[src/rtl/padcfg_pkg.sv]
// Package: shared widths and field positions of the pad configuration word.
// Assumes: the word layout is fixed by the pad circuitry that decodes it.
package padcfg_pkg;
    localparam int CFG_W    = 13;
    localparam int B_OWNER  = 0;
    localparam int B_ODIS   = 1;
    localparam int B_HOLD   = 2;
    localparam int B_IDIS   = 3;
    localparam int B_BUFM   = 4;
    localparam int B_AEN    = 5;
    localparam int B_ASEL   = 6;
    localparam int B_APOL   = 7;
    localparam int B_SLEW   = 8;
    localparam int B_TRIP   = 9;
    localparam int DM_LSB   = 10;
    localparam int DM_W     = 3;

    typedef enum logic [DM_W-1:0] {
        DM_ANALOG_A = 3'b000,
        DM_ANALOG_B = 3'b001,
        DM_PULLUP_A = 3'b010,
        DM_PULLUP_B = 3'b011,
        DM_OD_HIGH  = 3'b100,
        DM_OD_LOW   = 3'b101,
        DM_STRONG   = 3'b110,
        DM_WEAK     = 3'b111
    } drive_e;
endpackage

[src/rtl/padcfg_shift.sv]
// Module: serial shift stage of the configuration word.
// Does: moves the word up one bit per enabled edge; the top bit is the chain output.
// Assumes: ser_shift is a single-cycle enable that is synchronous to clk.
module padcfg_shift #(
    parameter int W = padcfg_pkg::CFG_W
) (
    input  logic         clk,
    input  logic         rst_n,
    input  logic         shift_en,
    input  logic         din,
    output logic [W-1:0] stage,
    output logic         dout
);
    // Shift towards the MSB, taking new data in at bit 0.
    always_ff @(posedge clk) begin
        if (!rst_n)        stage <= '0;
        else if (shift_en) stage <= {stage[W-2:0], din};
    end

    assign dout = stage[W-1];

    assert_shift_takes_R2: assert property (@(posedge clk) disable iff (!rst_n)
        shift_en |=> (stage[0] == $past(din)) && (dout == $past(stage[W-2])));
    assert_shift_idle_R2: assert property (@(posedge clk) disable iff (!rst_n)
        (!shift_en && $past(rst_n)) |=> $stable(stage));
endmodule

[src/rtl/padcfg_hold.sv]
// Module: active configuration register.
// Does: captures the whole serial stage on a load; on reset it holds DEF.
// Assumes: stage_in is the registered output of the shift stage.
module padcfg_hold #(
    parameter int           W   = padcfg_pkg::CFG_W,
    parameter logic [W-1:0] DEF = '0
) (
    input  logic         clk,
    input  logic         rst_n,
    input  logic         load,
    input  logic [W-1:0] stage_in,
    output logic [W-1:0] active
);
    // Parallel copy on load, default on reset.
    always_ff @(posedge clk) begin
        if (!rst_n)    active <= DEF;
        else if (load) active <= stage_in;
    end

    assert_reset_default_R1: assert property (@(posedge clk)
        !rst_n |=> active == DEF);
    assert_no_load_stable_R3: assert property (@(posedge clk) disable iff (!rst_n)
        (!load && $past(rst_n)) |=> $stable(active));
    assert_load_copies_R4: assert property (@(posedge clk) disable iff (!rst_n)
        load |=> active == $past(stage_in));
endmodule

[src/rtl/padcfg_route.sv]
// Module: field decode and pad ownership multiplexer.
// Does: splits the active word into controls, decodes the drive mode and picks
//       the pad driver by priority: user, then special function, then data bit.
// Assumes: purely combinational; every input is stable within a cycle.
module padcfg_route
    import padcfg_pkg::*;
(
    input  logic [CFG_W-1:0] cfg,
    input  logic             usr_out,
    input  logic             usr_oeb,
    input  logic             sf_en,
    input  logic             sf_out,
    input  logic             sf_oeb,
    input  logic             mgmt_dat,
    input  logic             pad_in,
    output logic             pad_out,
    output logic             pad_oeb,
    output logic             usr_in,
    output logic             mgmt_in,
    output logic [DM_W-1:0]  drive_mode,
    output logic             ana_mode,
    output logic             pull_up,
    output logic             open_drain,
    output logic             weak_drive
);
    logic   owner_mgmt;
    logic   out_dis;
    logic   in_dis;
    drive_e dm;

    assign owner_mgmt = cfg[B_OWNER];
    assign out_dis    = cfg[B_ODIS];
    assign in_dis     = cfg[B_IDIS];
    assign dm         = drive_e'(cfg[DM_LSB +: DM_W]);
    assign drive_mode = cfg[DM_LSB +: DM_W];

    // Drive-mode flags for the pad circuitry.
    always_comb begin
        ana_mode   = 1'b0;
        pull_up    = 1'b0;
        open_drain = 1'b0;
        weak_drive = 1'b0;
        unique case (dm)
            DM_ANALOG_A, DM_ANALOG_B: ana_mode   = 1'b1;
            DM_PULLUP_A, DM_PULLUP_B: pull_up    = 1'b1;
            DM_OD_HIGH,  DM_OD_LOW:   open_drain = 1'b1;
            DM_WEAK:                  weak_drive = 1'b1;
            default: ;
        endcase
    end

    // Three-level ownership priority for the pad driver.
    always_comb begin
        if (!owner_mgmt) begin
            pad_out = usr_out;
            pad_oeb = usr_oeb | out_dis;
        end else if (sf_en) begin
            pad_out = sf_out;
            pad_oeb = sf_oeb | out_dis;
        end else begin
            pad_out = mgmt_dat;
            pad_oeb = out_dis;
        end
    end

    // Input return path, blocked by input disable.
    assign usr_in  = pad_in & ~in_dis;
    assign mgmt_in = pad_in & ~in_dis;
endmodule

[src/rtl/pad_config_cell.sv]
// Module: per-pad configuration cell (top).
// Does: a serial stage, an active word loaded from it, and decode/ownership routing.
// Assumes: a single clock; ser_shift and ser_load are synchronous enables.
module pad_config_cell
    import padcfg_pkg::*;
#(
    parameter logic [CFG_W-1:0] DEF_CFG = 13'h1803
) (
    input  logic        clk,
    input  logic        rst_n,
    input  logic        ser_in,
    input  logic        ser_shift,
    input  logic        ser_load,
    output logic        ser_out,
    input  logic        usr_out,
    input  logic        usr_oeb,
    output logic        usr_in,
    input  logic        sf_en,
    input  logic        sf_out,
    input  logic        sf_oeb,
    input  logic        mgmt_dat,
    output logic        mgmt_in,
    input  logic        pad_in,
    output logic        pad_out,
    output logic        pad_oeb,
    output logic        hold_ovr,
    output logic        buf_mode,
    output logic        ana_en,
    output logic        ana_sel,
    output logic        ana_pol,
    output logic        slow_slew,
    output logic        trip_sel,
    output logic [2:0]  drive_mode,
    output logic        ana_mode,
    output logic        pull_up,
    output logic        open_drain,
    output logic        weak_drive
);
    logic [CFG_W-1:0] stage;
    logic [CFG_W-1:0] active;

    padcfg_shift #(.W(CFG_W)) u_shift (
        .clk(clk), .rst_n(rst_n), .shift_en(ser_shift), .din(ser_in),
        .stage(stage), .dout(ser_out)
    );

    padcfg_hold #(.W(CFG_W), .DEF(DEF_CFG)) u_hold (
        .clk(clk), .rst_n(rst_n), .load(ser_load), .stage_in(stage),
        .active(active)
    );

    padcfg_route u_route (
        .cfg(active), .usr_out(usr_out), .usr_oeb(usr_oeb),
        .sf_en(sf_en), .sf_out(sf_out), .sf_oeb(sf_oeb),
        .mgmt_dat(mgmt_dat), .pad_in(pad_in),
        .pad_out(pad_out), .pad_oeb(pad_oeb),
        .usr_in(usr_in), .mgmt_in(mgmt_in),
        .drive_mode(drive_mode), .ana_mode(ana_mode), .pull_up(pull_up),
        .open_drain(open_drain), .weak_drive(weak_drive)
    );

    // Pass-through bits for circuitry outside this cell.
    assign hold_ovr  = active[B_HOLD];
    assign buf_mode  = active[B_BUFM];
    assign ana_en    = active[B_AEN];
    assign ana_sel   = active[B_ASEL];
    assign ana_pol   = active[B_APOL];
    assign slow_slew = active[B_SLEW];
    assign trip_sel  = active[B_TRIP];

    assert_user_owns_R7: assert property (@(posedge clk) disable iff (!rst_n)
        (!active[B_OWNER] && !usr_oeb && !active[B_ODIS]) |-> (pad_out == usr_out && !pad_oeb));
    assert_sf_owns_R8: assert property (@(posedge clk) disable iff (!rst_n)
        (active[B_OWNER] && sf_en) |-> (pad_out == sf_out));
    assert_data_owns_R9: assert property (@(posedge clk) disable iff (!rst_n)
        (active[B_OWNER] && !sf_en) |-> (pad_out == mgmt_dat && pad_oeb == active[B_ODIS]));
    assert_input_blocked_R10: assert property (@(posedge clk) disable iff (!rst_n)
        active[B_IDIS] |-> (!usr_in && !mgmt_in));
    assert_mode_onehot_R6: assert property (@(posedge clk) disable iff (!rst_n)
        $onehot0({ana_mode, pull_up, open_drain, weak_drive}));
endmodule

[config.mk]
export PLATFORM = sky130hd
export DESIGN_NAME = pad_config_cell
export DESIGN_NICKNAME = d
export VERILOG_FILES = /design/src/rtl/padcfg_pkg.sv /design/src/rtl/padcfg_shift.sv /design/src/rtl/padcfg_hold.sv /design/src/rtl/padcfg_route.sv /design/src/rtl/pad_config_cell.sv
export SDC_FILE = /design/constraint.sdc
export NUM_CORES = 1
export LEC_CHECK = 0
export BUFFER_PORTS_ARGS = -buffer_cell sky130_fd_sc_hd__buf_2
export CAP_MARGIN = 20
export CELL_PAD_IN_SITES_DETAIL_PLACEMENT = 0
export CELL_PAD_IN_SITES_GLOBAL_PLACEMENT = 2
export CORE_ASPECT_RATIO = 1.2
export CORE_MARGIN = 8
export CORE_UTILIZATION = 31
export CTS_CLUSTER_SIZE = 20
export DETAILED_ROUTE_END_ITERATION = 7
export PLACE_DENSITY_LB_ADDON = 0.1
export SYNTH_ARGS = -nofsm -noshare
export SYNTH_HDL_FRONTEND = slang
export SYNTH_SLANG_ARGS = --single-unit
[constraint.sdc]
create_clock -name clk -period 0.85 [get_ports clk]
set_input_delay 0.085 -clock clk [delete_from_list [all_inputs] [get_ports clk]]
set_output_delay 0.085 -clock clk [all_outputs]
set_load 0.1 [all_outputs]
# After elaboration in Yosys (flattened, before gate mapping)
# Index checks and enable logic that the tools add are counted.
[classes] n_addsub=0 n_bitwise=4 shift=0 multipliers=0 div=0 eq_ne=6 n_lt_le_gt_ge=0 n_reduce_logical=4 muxes=8
[op_table] operator="$eq A3 B3 Y1 const B" count=3
[op_table] operator="$mux W1" count=8
[op_table] operator="$eq A3 B2 Y1 const B" count=2
[op_table] operator="$reduce_or A2 Y1" count=3
[op_table] operator="$eq A3 B1 Y1 const B" count=1
[op_table] operator="$logic_not A3 Y1" count=1
[op_table] operator="$or A1 B1 Y1" count=2
[op_table] operator="$and A1 B1 Y1" count=1
[op_table] operator="$not A1 Y1" count=1
[totals] n_memories=0 latch_bits=0 word_cells=24 regBits=26 out_inout_bits=19 mem_bits_rw=0 in_bits=12 romBits=0

# Longest topological paths before layout
[depth] depth_word=3 mapped_depth=4 mapped_depth_nobuf=2

# By module
# From an unflattened synthesis, not the netlist that was laid out.
[unflattened] cells_unflattened=99 area_unflattened_um2=1104.8
[modules_own_cells] module="padcfg_shift" area_each_um2=514.2 cells_per_inst=43 seq_area_each_um2=260.2 instances=1
[modules_own_cells] module="padcfg_hold" area_each_um2=496.7 cells_per_inst=42 seq_area_each_um2=260.2 instances=1
[modules_own_cells] module="padcfg_route" area_each_um2=93.8 cells_per_inst=14 seq_area_each_um2=0.0 instances=1

# Least setup slack after synthesis
# OpenSTA, ideal clock, no wires.
[synth_path] path_type="reg2out" from="register u_hold.active[3]" to="output usr_in" required_ns=0.765 path_stages_with_launch=3 n_path_buf=1 t_arrival_ns=2.151 setup_slack_ns=-1.386 path_cell_list="dfxtp_1 > nor2b_1 > buf_4"
[synth_via] elab_chain_cells=2
[synth_rtl] item="from (decl)" line_no="padcfg_hold.sv:12" source="output logic [W-1:0] active"
[synth_rtl] item="from (signal assigned)" line_no="padcfg_hold.sv:17" source="else if (load) active <= stage_in;"
[synth_rtl] item="$not A1 Y1"
[synth_rtl] item="$and A1 B1 Y1"
[synth_rtl] item="to (decl)" line_no="pad_config_cell.sv:17" source="output logic usr_in,"
# Every way passes these cells.

# Worst setup path in the final report
[layout_path] from="register u_hold.active[0]" to="output pad_oeb"
[layout_via] elab_chain_cells=1
[layout_rtl] item="$mux W1" line_no="padcfg_route.sv:54" source="if (!owner_mgmt) begin"
[layout_rtl] item="to (decl)" line_no="pad_config_cell.sv:25" source="output logic pad_oeb,"
# Every way passes these cells.

==> summary.md <==
| Metric | Value |
|---|---|
| Final hold slack | `78.0 ps` |
| Syn. warnings | `0` |
| Initial antenna violation count | `0` |
| Worst-path cell chain | `nor2b_1 > a311o_2 > buf_6` |
| Minimum clock period | `1250 ps` |
| Die ar. | `5710 sq um` |
| Pre-Repair DR Iteration Count | `3` |
| CP Class | `register to output pin` |
| Leakage Power | `0.730 nW` |
| Synth unique cells | `13` |
| Clk buf depth | `2` |
| Synthesized instance count | `98` |
| Iteration-0 DRC Markers | `22` |
| WL/cell | `between 10 and 15 um` |
| Setup-failing EPs final | `19` |
| R2R Path Start | `u_hold.active[12]$_SDFFE_PN1P_` |
| Largest net degree at the start of global routing | `27` |
| Clock Skew | `4.12 ps` |
| Hold Startpoint | `ser_in` |
| Violations in the final reports | `negative setup slack` |
| Vias/cell | `4.57` |
| Setup WS pre-CTS | `-206 ps` |
| Root Buffer | `clkbuf_8` |
| Non-Filler Instances | `168` |
| Clock latency on the worst-skew pair | `260 ps` |
| Fin. Hold Viols | `0` |
| I/O Pins | `31` |
| Global-route wire length before repair | `about 3700 um` |
| DRC errors left | `0` |
| Final WS setup | `-401 ps` |
| Dpl hpwl | `1570 um` |
| Routed WL | `around 2200 um` |
| RSZ-0062 raised after global routing | `true` |
| Worst r2r path cells | `3` |
| Synth Register Bits | `26` |
| GRT Util Overall | `7.94%` |
| Nets | `144` |
| Hold Path Sink | `u_shift.stage[0]$_SDFFE_PN0P_` |
| CTS Sinks | `26` |
| CTS tree | `yes` |
| Reg-to-Reg End | `u_hold.active[12]$_SDFFE_PN1P_` |
| Fill count | `318` |
| Hold/Removal Path Class | `input pin to register` |
| Area growth, synth to finish | `56.4%` |
| Die height | `81.2 um` |
| Post-route ant nets | `0` |
| FP Rows | `23` |
| Core Area | `3370 sq um` |
| Slew @ Worst Pin | `370 ps` |
| Syn Area/Cell | `11.2 sq um` |
| Worst setup EP type | `output pin` |
| Syn Std Cell Area | `1100 sq um` |
| Max VDD drop | `914 uV` |
| Sequential fraction of the synthesis area | `47.4%` |
| Max incr delay on CP | `360 ps` |
| Die width | `~70 um` |
| CP Data Required Time | `760 ps` |
| Commonest non-fill, non-tap cells in the layout | `mux2i_1, nor2b_1, buf_12` |
| IO Port Bufs | `30` |
| Slew HR | `75.4%` |
| RePlAce Congestion | `0.663` |
| Cts bufs inserted | `3` |
| Crit path max fanout | `4` |
| Max cap viols | `0` |
| Reg-to-reg slack, setup | `50 ps` |
| Pwr per Cell Area | `1460 nW/um^2` |
| Synth Net Count | `110` |
| Initial core utilization | `around a third` |
| Total congestion overflow | `0` |
| Status | `finished, violations left` |
| H-tree depth | `1` |
| Worst path arrival time | `about 1200 ps` |
| Commonest non-fill, non-tap cell in the layout | `mux2i_1` |
| Ant diodes | `0` |
| Vias | `768` |
| CP Launch Type | `register` |
| Clock slew at reported path FFs | `80 ps` |
| Max stage delay cell, worst path | `dfxtp_4` |
| CTS Hold Bufs | `0` |
| Final worst-path cycle share | `147%` |
| Max Clk Rate | `0.800 GHz` |
| Share of cells above drive strength 1 | `48.1%` |
| Pins over their slew limit | `0` |
| Placed Cells | `161` |
| Hold depth | `3` |
| Vias in the first global route | `777` |
==> kinds of logic after synthesis <==
group / share of synthesized area (%)
AO/OA/AOI/OAI: 1.37
buffers and inverters: 9.22
flip-flops: 47.4
multiplexers: 24.6
AND/OR/NAND/NOR: 17.4
==> final cells by class <==
type | instances | area [sq um] | area share (%)
well taps | 37 | 46.3 | 2.69
multi-input cells | 62 | 532 | 31.0
flip-flops and latches | 26 | 564 | 32.8
repair buffers | 39 | 531 | 30.9
clock buffers | 4 | 45.0 | 2.62
==> timing repair <==
| action | 4_1_cts | 5_1_grt |
|---|---|---|
| setup buffers | 2 | 1 |
| pin swaps | 1 | 0 |
| setup endpoints to repair | 19 | 20 |
| gates resized for setup | 6 | 0 |
==> routing by layer <==
layer	track usage (%)	part of all wire, %	wire (um)	vias to the layer above
met5	0	0	0	-
met4	3.62	1.4	31	0
met3	3.65	8.1	177	4
met2	13.1	47	1020	23
met1	8.62	44	961	355
li1	-	-	-	386
==> how the worst max path moves through the flow <==
stage	from	end	slack (ps)
finish	u_hold.active[0]$_SDFFE_PN1P_	pad_oeb	-400
global route	u_hold.active[0]$_SDFFE_PN1P_	pad_oeb	-450
CTS	u_hold.active[0]$_SDFFE_PN1P_	pad_oeb	-420
detailed placement	u_hold.active[0]$_SDFFE_PN1P_	pad_oeb	-210
global placement	u_hold.active[0]$_SDFFE_PN1P_	pad_oeb	-190
floorplan	u_hold.active[3]$_SDFFE_PN0P_	usr_in	-330
==> synthesized netlist by cell type <==
cell / instances / area [sq um]
mux2i_1: 27 / 270
dfxtp_1: 26 / 521
nor2b_1: 26 / 163
buf_4: 4 / 30.0
nand2_1: 4 / 15.0
buf_12: 2 / 40.0
buf_6: 2 / 22.5
nor2_1: 2 / 7.51
a21oi_1: 1 / 5.00
a311o_1: 1 / 10.0
and3_1: 1 / 6.26
buf_2: 1 / 5.00
clkbuf_1: 1 / 3.75
==> per-stage QoR <==
| stage | total power, mW | util [%] | setup TNS, ps | cell area [sq um] |
|---|---|---|---|---|
| finish | 2.51 | 51.0 | -2800 | 1720 |
| global route | 2.63 | 51.0 | -3600 | 1720 |
| CTS | 2.56 | 50.8 | -3110 | 1710 |
| detailed placement | 1.84 | 48.5 | -264 | 1630 |
| global placement | 1.84 | 48.5 | -235 | 1630 |
| floorplan | 1.68 | - | -1130 | 1210 |
==> power by group <==
group	switching (mW)	total, mW	internal, mW
Clock	0.353	0.688	0.335
Combinational	0.339	0.583	0.243
Sequential	0.0278	1.24	1.21
==> critical path, delay by kind of cell, from the launching register on <==
kind            cells  cell delay, ps
buf+inv             1             190
compound gates      1             310
flops               1             360
simple gates        1              40
==> registers in the layout, indices dropped and copies added, names as in the netlist <==
register,count
u_hold.active,13
u_shift.stage,13
No activity file was read; power rests on OpenSTA's default activity.
